--- config.mk ---
export PLATFORM = sky130hd
export DESIGN_NAME = mode_timer
export DESIGN_NICKNAME = d
export VERILOG_FILES = /design/src/rtl/mode_timer_pkg.sv /design/src/rtl/mode_timer_ctrl.sv /design/src/rtl/mode_timer_dp.sv /design/src/rtl/mode_timer.sv
export SDC_FILE = /design/constraint.sdc
export NUM_CORES = 1
export LEC_CHECK = 0
export ABC_AREA = 1
export BUFFER_PORTS_ARGS = -buffer_cell sky130_fd_sc_hd__buf_2
export CELL_PAD_IN_SITES_DETAIL_PLACEMENT = 0
export CELL_PAD_IN_SITES_GLOBAL_PLACEMENT = 1
export CORE_ASPECT_RATIO = 1.4
export CORE_MARGIN = 10
export CORE_UTILIZATION = 25
export DETAILED_ROUTE_END_ITERATION = 10
export PLACE_DENSITY = 0.55
export SLEW_MARGIN = 20
export SYNTH_ARGS = -nofsm -noshare
export SYNTH_HDL_FRONTEND = slang
export SYNTH_SLANG_ARGS = --single-unit
--- constraint.sdc ---
create_clock -name clk -period 2.72 [get_ports clk]
set_input_delay 0.136 -clock clk [delete_from_list [all_inputs] [get_ports clk]]
set_output_delay 0.136 -clock clk [all_outputs]
set_load 0.1 [all_outputs]
--- src/rtl/mode_timer_pkg.sv ---
package mode_timer_pkg;

  typedef enum logic [2:0] {
    MODE_PWM     = 3'd0,
    MODE_ONESHOT = 3'd1,
    MODE_CAPTURE = 3'd2,
    MODE_COUNT   = 3'd3,
    MODE_DSM     = 3'd4
  } tmr_mode_e;

  localparam int ADDR_W = 3;
  localparam logic [ADDR_W-1:0] A_CTRL  = 3'd0;
  localparam logic [ADDR_W-1:0] A_HIGH  = 3'd1;
  localparam logic [ADDR_W-1:0] A_LOW   = 3'd2;
  localparam logic [ADDR_W-1:0] A_FLAG  = 3'd3;
  localparam logic [ADDR_W-1:0] A_COUNT = 3'd4;

  // control field positions; prescale exponent starts at PRE_LSB
  localparam int B_RUN   = 0;
  localparam int B_FALL  = 4;
  localparam int B_RZ    = 5;
  localparam int B_RIE   = 6;
  localparam int B_PIE   = 7;
  localparam int PRE_LSB = 8;

  // strobes from control to datapath
  typedef struct packed {
    logic      run;
    tmr_mode_e mode;
    logic      rzForm;
    logic      riseIrqEn;
    logic      perIrqEn;
    logic      tick;
    logic      capRise;
    logic      capFall;
    logic      wrHigh;
    logic      wrLow;
    logic [1:0] clrFlags;
  } tmr_strobe_t;

endpackage

--- src/rtl/mode_timer_ctrl.sv ---
module mode_timer_ctrl
  import mode_timer_pkg::*;
#(
  parameter int PRE_W = 4
) (
  input  logic                   clk,
  input  logic                   rstN,
  input  logic                   wrEn,
  input  logic [ADDR_W-1:0]      addr,
  input  logic [PRE_LSB+PRE_W-1:0] wrCtrl,
  input  logic                   extIn,
  input  logic                   capIn,
  input  logic                   stopReq,
  output tmr_strobe_t            str,
  output logic [PRE_LSB+PRE_W-1:0] ctrlVal
);
  localparam int CTRL_W    = PRE_LSB + PRE_W;
  localparam int PRE_CNT_W = 1 << PRE_W;

  logic [CTRL_W-1:0]    ctrlReg;
  logic [PRE_CNT_W-1:0] preCnt, preMask;
  logic [PRE_W-1:0]     preExp;
  logic [1:0]           extSync, capSync;
  logic                 extPrev, capPrev;
  logic                 runBit, extEdge, preTick;
  tmr_mode_e            mode;

  assign runBit  = ctrlReg[B_RUN];
  assign mode    = tmr_mode_e'(ctrlReg[3:1]);
  assign preExp  = ctrlReg[PRE_LSB +: PRE_W];
  assign preMask = (PRE_CNT_W'(1) << preExp) - PRE_CNT_W'(1);
  assign preTick = (preCnt & preMask) == preMask;
  assign extEdge = ctrlReg[B_FALL] ? (extPrev & ~extSync[1]) : (~extPrev & extSync[1]);
  assign ctrlVal = ctrlReg;

  always_ff @(posedge clk) begin
    if (!rstN) begin
      ctrlReg <= '0;
      preCnt  <= '0;
      extSync <= '0;
      capSync <= '0;
      extPrev <= 1'b0;
      capPrev <= 1'b0;
    end else begin
      if (wrEn && addr == A_CTRL) ctrlReg <= wrCtrl;
      else if (stopReq)           ctrlReg[B_RUN] <= 1'b0;
      preCnt  <= runBit ? preCnt + PRE_CNT_W'(1) : '0;
      extSync <= {extSync[0], extIn};
      capSync <= {capSync[0], capIn};
      extPrev <= extSync[1];
      capPrev <= capSync[1];
    end
  end

  always_comb begin
    str           = '0;
    str.run       = runBit;
    str.mode      = mode;
    str.rzForm    = ctrlReg[B_RZ];
    str.riseIrqEn = ctrlReg[B_RIE];
    str.perIrqEn  = ctrlReg[B_PIE];
    str.tick      = runBit && ((mode == MODE_COUNT) ? extEdge : preTick);
    str.capRise   = runBit && mode == MODE_CAPTURE && capSync[1] && !capPrev;
    str.capFall   = runBit && mode == MODE_CAPTURE && !capSync[1] && capPrev;
    str.wrHigh    = wrEn && addr == A_HIGH;
    str.wrLow     = wrEn && addr == A_LOW;
    str.clrFlags  = (wrEn && addr == A_FLAG) ? wrCtrl[1:0] : 2'b00;
  end


  oneshot_stop_chk: assert property (@(posedge clk) disable iff (!rstN)
    stopReq && !(wrEn && addr == A_CTRL) |=> !ctrlReg[B_RUN]);


  pre_space_chk: assert property (@(posedge clk) disable iff (!rstN)
    str.tick && !wrEn && mode != MODE_COUNT && preExp != '0 |=> !str.tick);

endmodule

--- src/rtl/mode_timer_dp.sv ---
module mode_timer_dp
  import mode_timer_pkg::*;
#(
  parameter int DATA_W = 16,
  parameter int DSM_W  = 4
) (
  input  logic              clk,
  input  logic              rstN,
  input  tmr_strobe_t       str,
  input  logic [DATA_W-1:0] wrData,
  output logic [DATA_W-1:0] highVal,
  output logic [DATA_W-1:0] lowVal,
  output logic [DATA_W-1:0] countVal,
  output logic [1:0]        flags,
  output logic              timOut,
  output logic              stopReq
);
  localparam int ACC_W = DSM_W + 1;

  logic [DATA_W-1:0] nextCount;
  logic [ACC_W-1:0]  accSum;
  logic [DSM_W-1:0]  acc;
  logic              dsPhase, cmpMode, hitHigh, hitLow;

  assign cmpMode   = str.mode inside {MODE_PWM, MODE_ONESHOT, MODE_COUNT};
  assign nextCount = countVal + DATA_W'(1);
  assign hitHigh   = str.tick && cmpMode && nextCount == highVal;
  assign hitLow    = str.tick && cmpMode && !hitHigh && nextCount == lowVal;
  assign stopReq   = hitHigh && str.mode == MODE_ONESHOT;
  assign accSum    = {1'b0, acc} + lowVal[DSM_W:0];

  always_ff @(posedge clk) begin
    if (!rstN) begin
      highVal  <= '0;
      lowVal   <= '0;
      countVal <= '0;
      flags    <= '0;
      acc      <= '0;
      dsPhase  <= 1'b0;
      timOut   <= 1'b0;
    end else begin
      if (str.wrHigh)       highVal <= wrData;
      else if (str.capRise) highVal <= countVal;
      if (str.wrLow)        lowVal  <= wrData;
      else if (str.capFall) lowVal  <= countVal;

      if (!str.run) begin
        countVal <= '0;
        acc      <= '0;
        dsPhase  <= 1'b0;
        timOut   <= 1'b0;
      end else if (str.tick) begin
        if (str.mode == MODE_DSM) begin
          countVal <= nextCount;
          if (!str.rzForm || !dsPhase) begin
            acc    <= accSum[DSM_W-1:0];
            timOut <= accSum[DSM_W];
          end else begin
            timOut <= 1'b0;
          end
          dsPhase <= str.rzForm & ~dsPhase;
        end else if (cmpMode) begin
          if (hitHigh) begin
            countVal <= '0;
            timOut   <= 1'b0;
          end else begin
            countVal <= nextCount;
            if (hitLow) timOut <= 1'b1;
          end
        end else begin
          countVal <= nextCount;
          timOut   <= 1'b0;
        end
      end

      flags[0] <= (flags[0] & ~str.clrFlags[0]) | (hitLow & str.riseIrqEn);
      flags[1] <= (flags[1] & ~str.clrFlags[1]) | (hitHigh & str.perIrqEn);
    end
  end


  rise_flag_hold_chk: assert property (@(posedge clk) disable iff (!rstN)
    flags[0] && !str.clrFlags[0] |=> flags[0]);


  per_flag_hold_chk: assert property (@(posedge clk) disable iff (!rstN)
    flags[1] && !str.clrFlags[1] |=> flags[1]);


  idle_low_chk: assert property (@(posedge clk) disable iff (!rstN)
    !str.run |=> !timOut && countVal == '0);


  rz_gap_chk: assert property (@(posedge clk) disable iff (!rstN)
    str.run && str.mode == MODE_DSM && str.rzForm && str.tick && timOut |=> !timOut);

endmodule

--- src/rtl/mode_timer.sv ---
module mode_timer
  import mode_timer_pkg::*;
#(
  parameter int DATA_W = 16,
  parameter int PRE_W  = 4,
  parameter int DSM_W  = 4
) (
  input  logic              clk,
  input  logic              rstN,
  input  logic              wrEn,
  input  logic [2:0]        addr,
  input  logic [DATA_W-1:0] wrData,
  output logic [DATA_W-1:0] rdData,
  input  logic              extIn,
  input  logic              capIn,
  output logic              timOut,
  output logic              irqOut
);
  localparam int CTRL_W = PRE_LSB + PRE_W;

  tmr_strobe_t       str;
  logic [CTRL_W-1:0] ctrlVal;
  logic [DATA_W-1:0] highVal, lowVal, countVal;
  logic [1:0]        flags;
  logic              stopReq;

  mode_timer_ctrl #(.PRE_W(PRE_W)) u_ctrl (
    .clk(clk), .rstN(rstN), .wrEn(wrEn), .addr(addr),
    .wrCtrl(wrData[CTRL_W-1:0]), .extIn(extIn), .capIn(capIn),
    .stopReq(stopReq), .str(str), .ctrlVal(ctrlVal)
  );

  mode_timer_dp #(.DATA_W(DATA_W), .DSM_W(DSM_W)) u_dp (
    .clk(clk), .rstN(rstN), .str(str), .wrData(wrData),
    .highVal(highVal), .lowVal(lowVal), .countVal(countVal),
    .flags(flags), .timOut(timOut), .stopReq(stopReq)
  );

  assign irqOut = |flags;

  always_comb begin
    case (addr)
      A_CTRL:  rdData = DATA_W'(ctrlVal);
      A_HIGH:  rdData = highVal;
      A_LOW:   rdData = lowVal;
      A_FLAG:  rdData = DATA_W'(flags);
      A_COUNT: rdData = countVal;
      default: rdData = '0;
    endcase
  end

endmodule

# ---- After elaboration in Yosys (flattened, before gate mapping)
# Cells that the tools add are included.
dict set report word_totals {
  reg_bits 90
  input_bits 24
  output_inout_bits 18
  wordCells 96
}
dict set report classes {
  addsub 4
  n_eq_ne 12
  n_shift 1
  mux 18
  n_bitwise 15
  reduce_logical 32
}
# operator count
set ops {}
lappend ops {{$mux 16} 7}
lappend ops {{$pmux 16 s5} 1}
lappend ops {{$eq 16x16->1} 3}
lappend ops {{$add 16x1->16 const B} 2}
lappend ops {{$and 16x16->16} 1}
lappend ops {{$shl 1x4->16 const A} 1}
lappend ops {{$sub 16x2->16 const B} 1}
lappend ops {{$logic_and 1x1->1} 15}
lappend ops {{$eq 3x2->1 const B} 4}
lappend ops {{$mux 1} 9}
lappend ops {{$and 1x1->1} 7}
lappend ops {{$eq 3x1->1 const B} 2}
lappend ops {{$eq 3x3->1 const B} 2}
lappend ops {{$logic_not 3->1} 2}
lappend ops {{$reduce_and 2->1} 3}
lappend ops {{$reduce_bool 2->1} 3}
lappend ops {{$add 4x5->5} 1}
lappend ops {{$logic_not 1->1} 5}
lappend ops {{$not 1->1} 5}
lappend ops {{$ne 4x4->1 const B} 1}
lappend ops {{$reduce_and 3->1} 1}
lappend ops {{$reduce_bool 3->1} 1}
lappend ops {{$mux 2} 1}
lappend ops {{$or 1x1->1} 2}
lappend ops {{other kinds (2)} 2}

# ---- Longest topological paths before layout
dict set report depth {
  depth_word 15
  mapped_depth 19
  depth_no_buf 18
}

# ---- Hierarchy
# Synthesis repeated with hierarchy kept, for this count alone.
dict set report unflattened {
  hier_cells 918
  area_unflattened_um2 5783.0
}
# mod instances cells_each area_each_um2 seq_area_each_um2
set by_module_without_submodules {}
lappend by_module_without_submodules {mode_timer_dp 1 516 3454.6 1121.1}
lappend by_module_without_submodules {mode_timer_ctrl 1 260 1726.7 660.6}
lappend by_module_without_submodules {mode_timer 1 142 601.8 0.0}

# ---- Least setup slack after synthesis
# No wires, ideal clock.
dict set report synth_path {
  kind {reg-to-reg}
  startpoint {register u_ctrl.ctrlReg[10] (netlist: u_ctrl.ctrlVal[10])}
  endpoint {register u_dp.countVal[6]}
  setup_ps 132
  arrival_time_ps 2172
  required_ps 2588
  setup_slack_ps 415
  path_stages_with_launch 19
  n_path_buf 2
  synth_period_minus_slack_ps 2305
  cell_sequence {dfxtp_1 buf_2 nor2_4 inv_1 nor2_1 inv_1 ha_1 or2_2 nand3_1 nor2_1 nand3_1 nor2_1 nand4_1 nand2_1 nand2_2 buf_2 nor2_1 nand2_2 a21oi_2}
}
dict set report synth_via {
  elab_chain_len 11
}
# element line
set synth_rtl {}
lappend synth_rtl {{from (decl)} mode_timer_ctrl.sv:20} ;# logic [CTRL_W-1:0] ctrlReg;
lappend synth_rtl {{from (signal assigned)} mode_timer_ctrl.sv:45} ;# if (wrEn && addr == A_CTRL) ctrlReg <= wrCtrl;
lappend synth_rtl {{$shl 1x4->16 *} mode_timer_ctrl.sv:31} ;# assign preMask = (PRE_CNT_W'(1) << preExp) - PRE_CNT_W'(1);
lappend synth_rtl {{$sub 16x2->16 *} mode_timer_ctrl.sv:31}
lappend synth_rtl {{$and 16x16->16} mode_timer_ctrl.sv:32} ;# assign preTick = (preCnt & preMask) == preMask;
lappend synth_rtl {{$eq 16x16->1 *} mode_timer_ctrl.sv:32}
lappend synth_rtl {{$mux 1 *} mode_timer_ctrl.sv:62} ;# str.tick = runBit && ((mode == MODE_COUNT) ? extEdge : preTick);
lappend synth_rtl {{$logic_and 1x1->1 *} mode_timer_ctrl.sv:62}
lappend synth_rtl {{$logic_and 1x1->1 (2 in series)} mode_timer_dp.sv:27} ;# assign hitHigh = str.tick && cmpMode && nextCount == highVal;
lappend synth_rtl {{$mux 16} mode_timer_dp.sv:63} ;# if (hitHigh) begin
lappend synth_rtl {{$mux 16} mode_timer_dp.sv:62} ;# end else if (cmpMode) begin
lappend synth_rtl {{$mux 16} mode_timer_dp.sv:53} ;# if (str.mode == MODE_DSM) begin
lappend synth_rtl {{to (signal assigned)} mode_timer_dp.sv:54} ;# countVal <= nextCount;
lappend synth_rtl {{to (signal assigned)} mode_timer_dp.sv:67} ;# countVal <= nextCount;
lappend synth_rtl {{to (signal assigned)} mode_timer_dp.sv:71} ;# countVal <= nextCount;
lappend synth_rtl {{to (decl)} mode_timer_dp.sv:13} ;# output logic [DATA_W-1:0] countVal,
# Every way passes the cells marked *; elsewhere a longest branch is shown, timed or not.
# A chain may end at the register's enable or synchronous reset.

# ---- Worst setup path after layout
dict set report layout_path {
  startpoint {register u_ctrl.ctrlReg[11] (netlist: u_ctrl.ctrlVal[11])}
  endpoint {register u_dp.countVal[12]}
}
# The elaborated chain is that of the path after synthesis.

==> flow_summary.yaml <==
status:
  status: "finished, final reports clean"
clocking:
  clock_path_buffers: 2
  htree_num_levels: 3
  insertion_delay_ns: 0.37
  cts.sinks: 89
  cts_buffers: 9
  cts_tree: "done"
  path_clk_slew_ns: 0.07
  root_buffer: "clkbuf_16"
critical_path:
  cp_max_fo: 32
  setup.worst_path.end: "u_dp.countVal[12]$_SDFFE_PN0N_"
  crit_start: "u_ctrl.ctrlVal[11]$_SDFFE_PN0P_"
  cp_data_arrival_time_ns: 2.75
  cp.required_ns: 3.02
  reg2reg_depth: 17
  slowest_stage: "dfxtp_1"
  r2r_slack_ns: 0.27
  reg2reg_to: "u_dp.countVal[12]$_SDFFE_PN0N_"
  slowest_delay_ns: 0.34
  cpMostUsedCell: "nor2_1"
  path_class: "reg -> reg"
  path_cells: "nor2_4 -> inv_1 -> nor2_1 -> inv_1 -> ha_4 -> or2_2 -> nand3_1 -> nor2_1 -> nand3_1 -> nor2_1 -> nand4_1 -> nand2_1 -> nand2_2 -> buf_12 -> nor2_1 -> nand2_2 -> a21oi_2"
  start_kind: "flop"
  rr_startpoint: "u_ctrl.ctrlVal[11]$_SDFFE_PN0P_"
  cp-end-kind: "flop"
grt:
  grt_max_degree: 33
  antenna_found_initial: 0
  grt_pass1_vias: 6128
  grt_busiest_layer: "met2"
  grt_usage_pct: 15.65
  grt-ovfl-total: 0
  grt_pass1_wl_um: 36090
  met1_usage_pct: 18.50
  grt_use_met2_pct: 27.60
  met3_usage_pct: 2.524
sta:
  rsz0062_at_grt: "false"
  setup_viol: 0
  finalHoldViolCount: 0
  skew_ns: 0.01099
  tns_ns: 0
  fmax_mhz: 407.5
  fin_crit_ns: 2.454
  report.final.slew_viol_count: 0
  max_slew_margin_pct: 48.40
  tightest_slew_ns: 0.7721
  timing.final.crit_share_pct: 90.22
layout:
  layout-drive-gt1-share_pct: 15.42
  syn2layout_area_growth_pct: 20.76
  regArea_um2: 1782
  diodes: 0
  multi_input_area_um2: 3443
  finalInstanceArea_um2: 7003
  fillers: 2559
  nNetsFinal: 1007
power:
  p_leak_nw: 2.725
  max-vdd-ir-drop_v: 0.0003090
  power_density_nw_per_um2: 430.6
min_path:
  hp-class: "in -> reg"
routing:
  via_per_inst: 4.780
  drtIter0Drc: 325
  routed_wl_um: 22900
  ant_nets: 0
  first_pass_iters: 5
  vias: 6119
  wl_per_cell_um: 17.89
  drc: 0
synthesis:
  synth_edf_count: 0
  synth_top_area_cell: "dfxtp_1"
  synthesis.area_um2: 5799
  synth_seq_area_share_pct: 30.72
  syn-num-nets: 961
  ys_seq_elements: 89
  synthTopCellsByArea: "dfxtp_1 (31%), nand2_1 (17%), nand3_1 (7.1%), inv_1 (7.0%), nor2_1 (5.8%)"
  avgSynthCellArea_um2: 6.243
  yosysUniqueCellTypes: 45
  yosys_warnings: 0
  synth_ff_type: "dfxtp_1"
  synth_top_area_share_pct: 30.72
  async_flop_share_pct: 0
  netlist_instances: 929
floorplanning:
  core_um2: 22690
  io_pins: 42
  dieArea_um2: 29780
  fp.dieW_um: 148.7
  die_h_um: 200.2
  placementRows: 65
  start_util_pct: 25.56
placed_design:
  placed_cell_area_um2: 6623
  routabilityCongestion: 0.8673
  hpwl_um: 17070
  portBuffers: 41
run:
  cap_violations: 0
[synthesized netlist by cell type, types with 9 or more instances]
master and count:
nor2_1 90, nor3_1 9, a21oi_2 9, dfxtp_1 89, buf_2 9, clkbuf_1 26
inv_1 108, o21ai_0 61, nand2_1 268, a31oi_1 32, nand3_1 82, o2111ai_1 11
a21oi_1 37, nand4_1 14, nand2_2 20
[worst max-delay path, delay by kind of cell, from the launching register on]
family	cells	cell delay, ns
and+or+nand+nor	12	1.31
DFF	1	0.34
AOI/OAI and AO/OA	1	0.12
buffers and inverters	3	0.36
adders and majority gates	1	0.25
[sequential cells by signal, summed over array words and instances, names as in the netlist]
register        flops
u_dp.acc            4
u_dp.countVal      16
u_dp.dsPhase        1
u_ctrl.extSync      2
u_ctrl.ctrlVal     12
u_dp.lowVal        16
u_ctrl.extPrev      1
u_dp.highVal       16
u_dp.timOut         1
u_ctrl.capPrev      1
u_ctrl.capSync      2
u_dp.flags          2
u_ctrl.preCnt      15
[worst min-delay path by stage]
| stage | slack, ns | start | end | cells past startpoint |
|---|---|---|---|---|
| finish | 0.07 | wrData[15] | u_dp.lowVal[15]$_SDFFE_PN0P_ | 3 |
| floorplan | 0.23 | capIn | u_ctrl.capSync[0]$_SDFF_PN0_ | 2 |
| global placement | 0.32 | extIn | u_ctrl.extSync[0]$_SDFF_PN0_ | 3 |
| CTS | 0.06 | wrData[13] | u_dp.lowVal[13]$_SDFFE_PN0P_ | 3 |
| global route | 0.09 | wrData[12] | u_dp.lowVal[12]$_SDFFE_PN0P_ | 3 |
| detailed placement | 0.32 | extIn | u_ctrl.extSync[0]$_SDFF_PN0_ | 3 |
[final cells by class]
cell class | instances | share of cell area [%]
well taps | 301 | 5.378
clock inverters | 6 | 0.9827
multi-input cells | 688 | 49.17
repair buffers | 77 | 9.791
inverters | 110 | 6.021
clock buffers | 9 | 3.216
flip-flops and latches | 89 | 25.44
[per-layer routing]
metal  up-vias  part of all wire, %
met1      2869                   43
met3        30                  3.0
met2        95                   52
li1       3125                    -
met5         -                    0
met4         0                  2.3
[report_power, final]
group | switching, W | internal (W)
Sequential | 0.0000288 | 0.00133
Combinational | 0.000235 | 0.000109
Clock | 0.000603 | 0.000711
[placed cells by master (no fill, tap or decap), types with 9 or more instances in the layout]
cell / count
clkbuf_16: 9
buf_4: 32
buf_2: 29
dfxtp_1: 89
a31oi_1: 32
o2111ai_1: 11
buf_12: 14
nor2_1: 88
nand2_1: 267
o21ai_0: 60
nand2_2: 21
nand3_1: 82
a21oi_2: 9
nand4_1: 14
inv_1: 107
a21oi_1: 37
[metrics by stage]
step                hold WS (ns)  std cells  utilization, %  power [W]  setup WS (ns)
floorplan                 0.2336        929               -   0.001580         0.4154
global route             0.08742       1280           30.86   0.003136        0.04399
detailed placement        0.3247       1259           29.19   0.001724         0.1715
CTS                      0.06497       1276           30.57   0.003050         0.1467
finish                   0.07352       1280           30.86   0.003016         0.2661
global placement          0.3216       1259           29.19   0.001727         0.1816
[repair_timing]
item	CTS	global route
buffers inserted	0	4
endpoints found under the setup margin	0	23
endpoints found under the hold margin	2	0
hold buffers	2	0
resized for setup	0	9
[cells by family after synthesis]
logic type | share of synthesized area [%]
adder cells (fa/ha/maj) | 1.855
flip-flops | 30.72
buffers and inverters | 10.79
XOR/XNOR | 1.359
AO/OA/AOI/OAI | 16.76
AND/OR/NAND/NOR | 38.51
(Power assumes the default switching activity.)
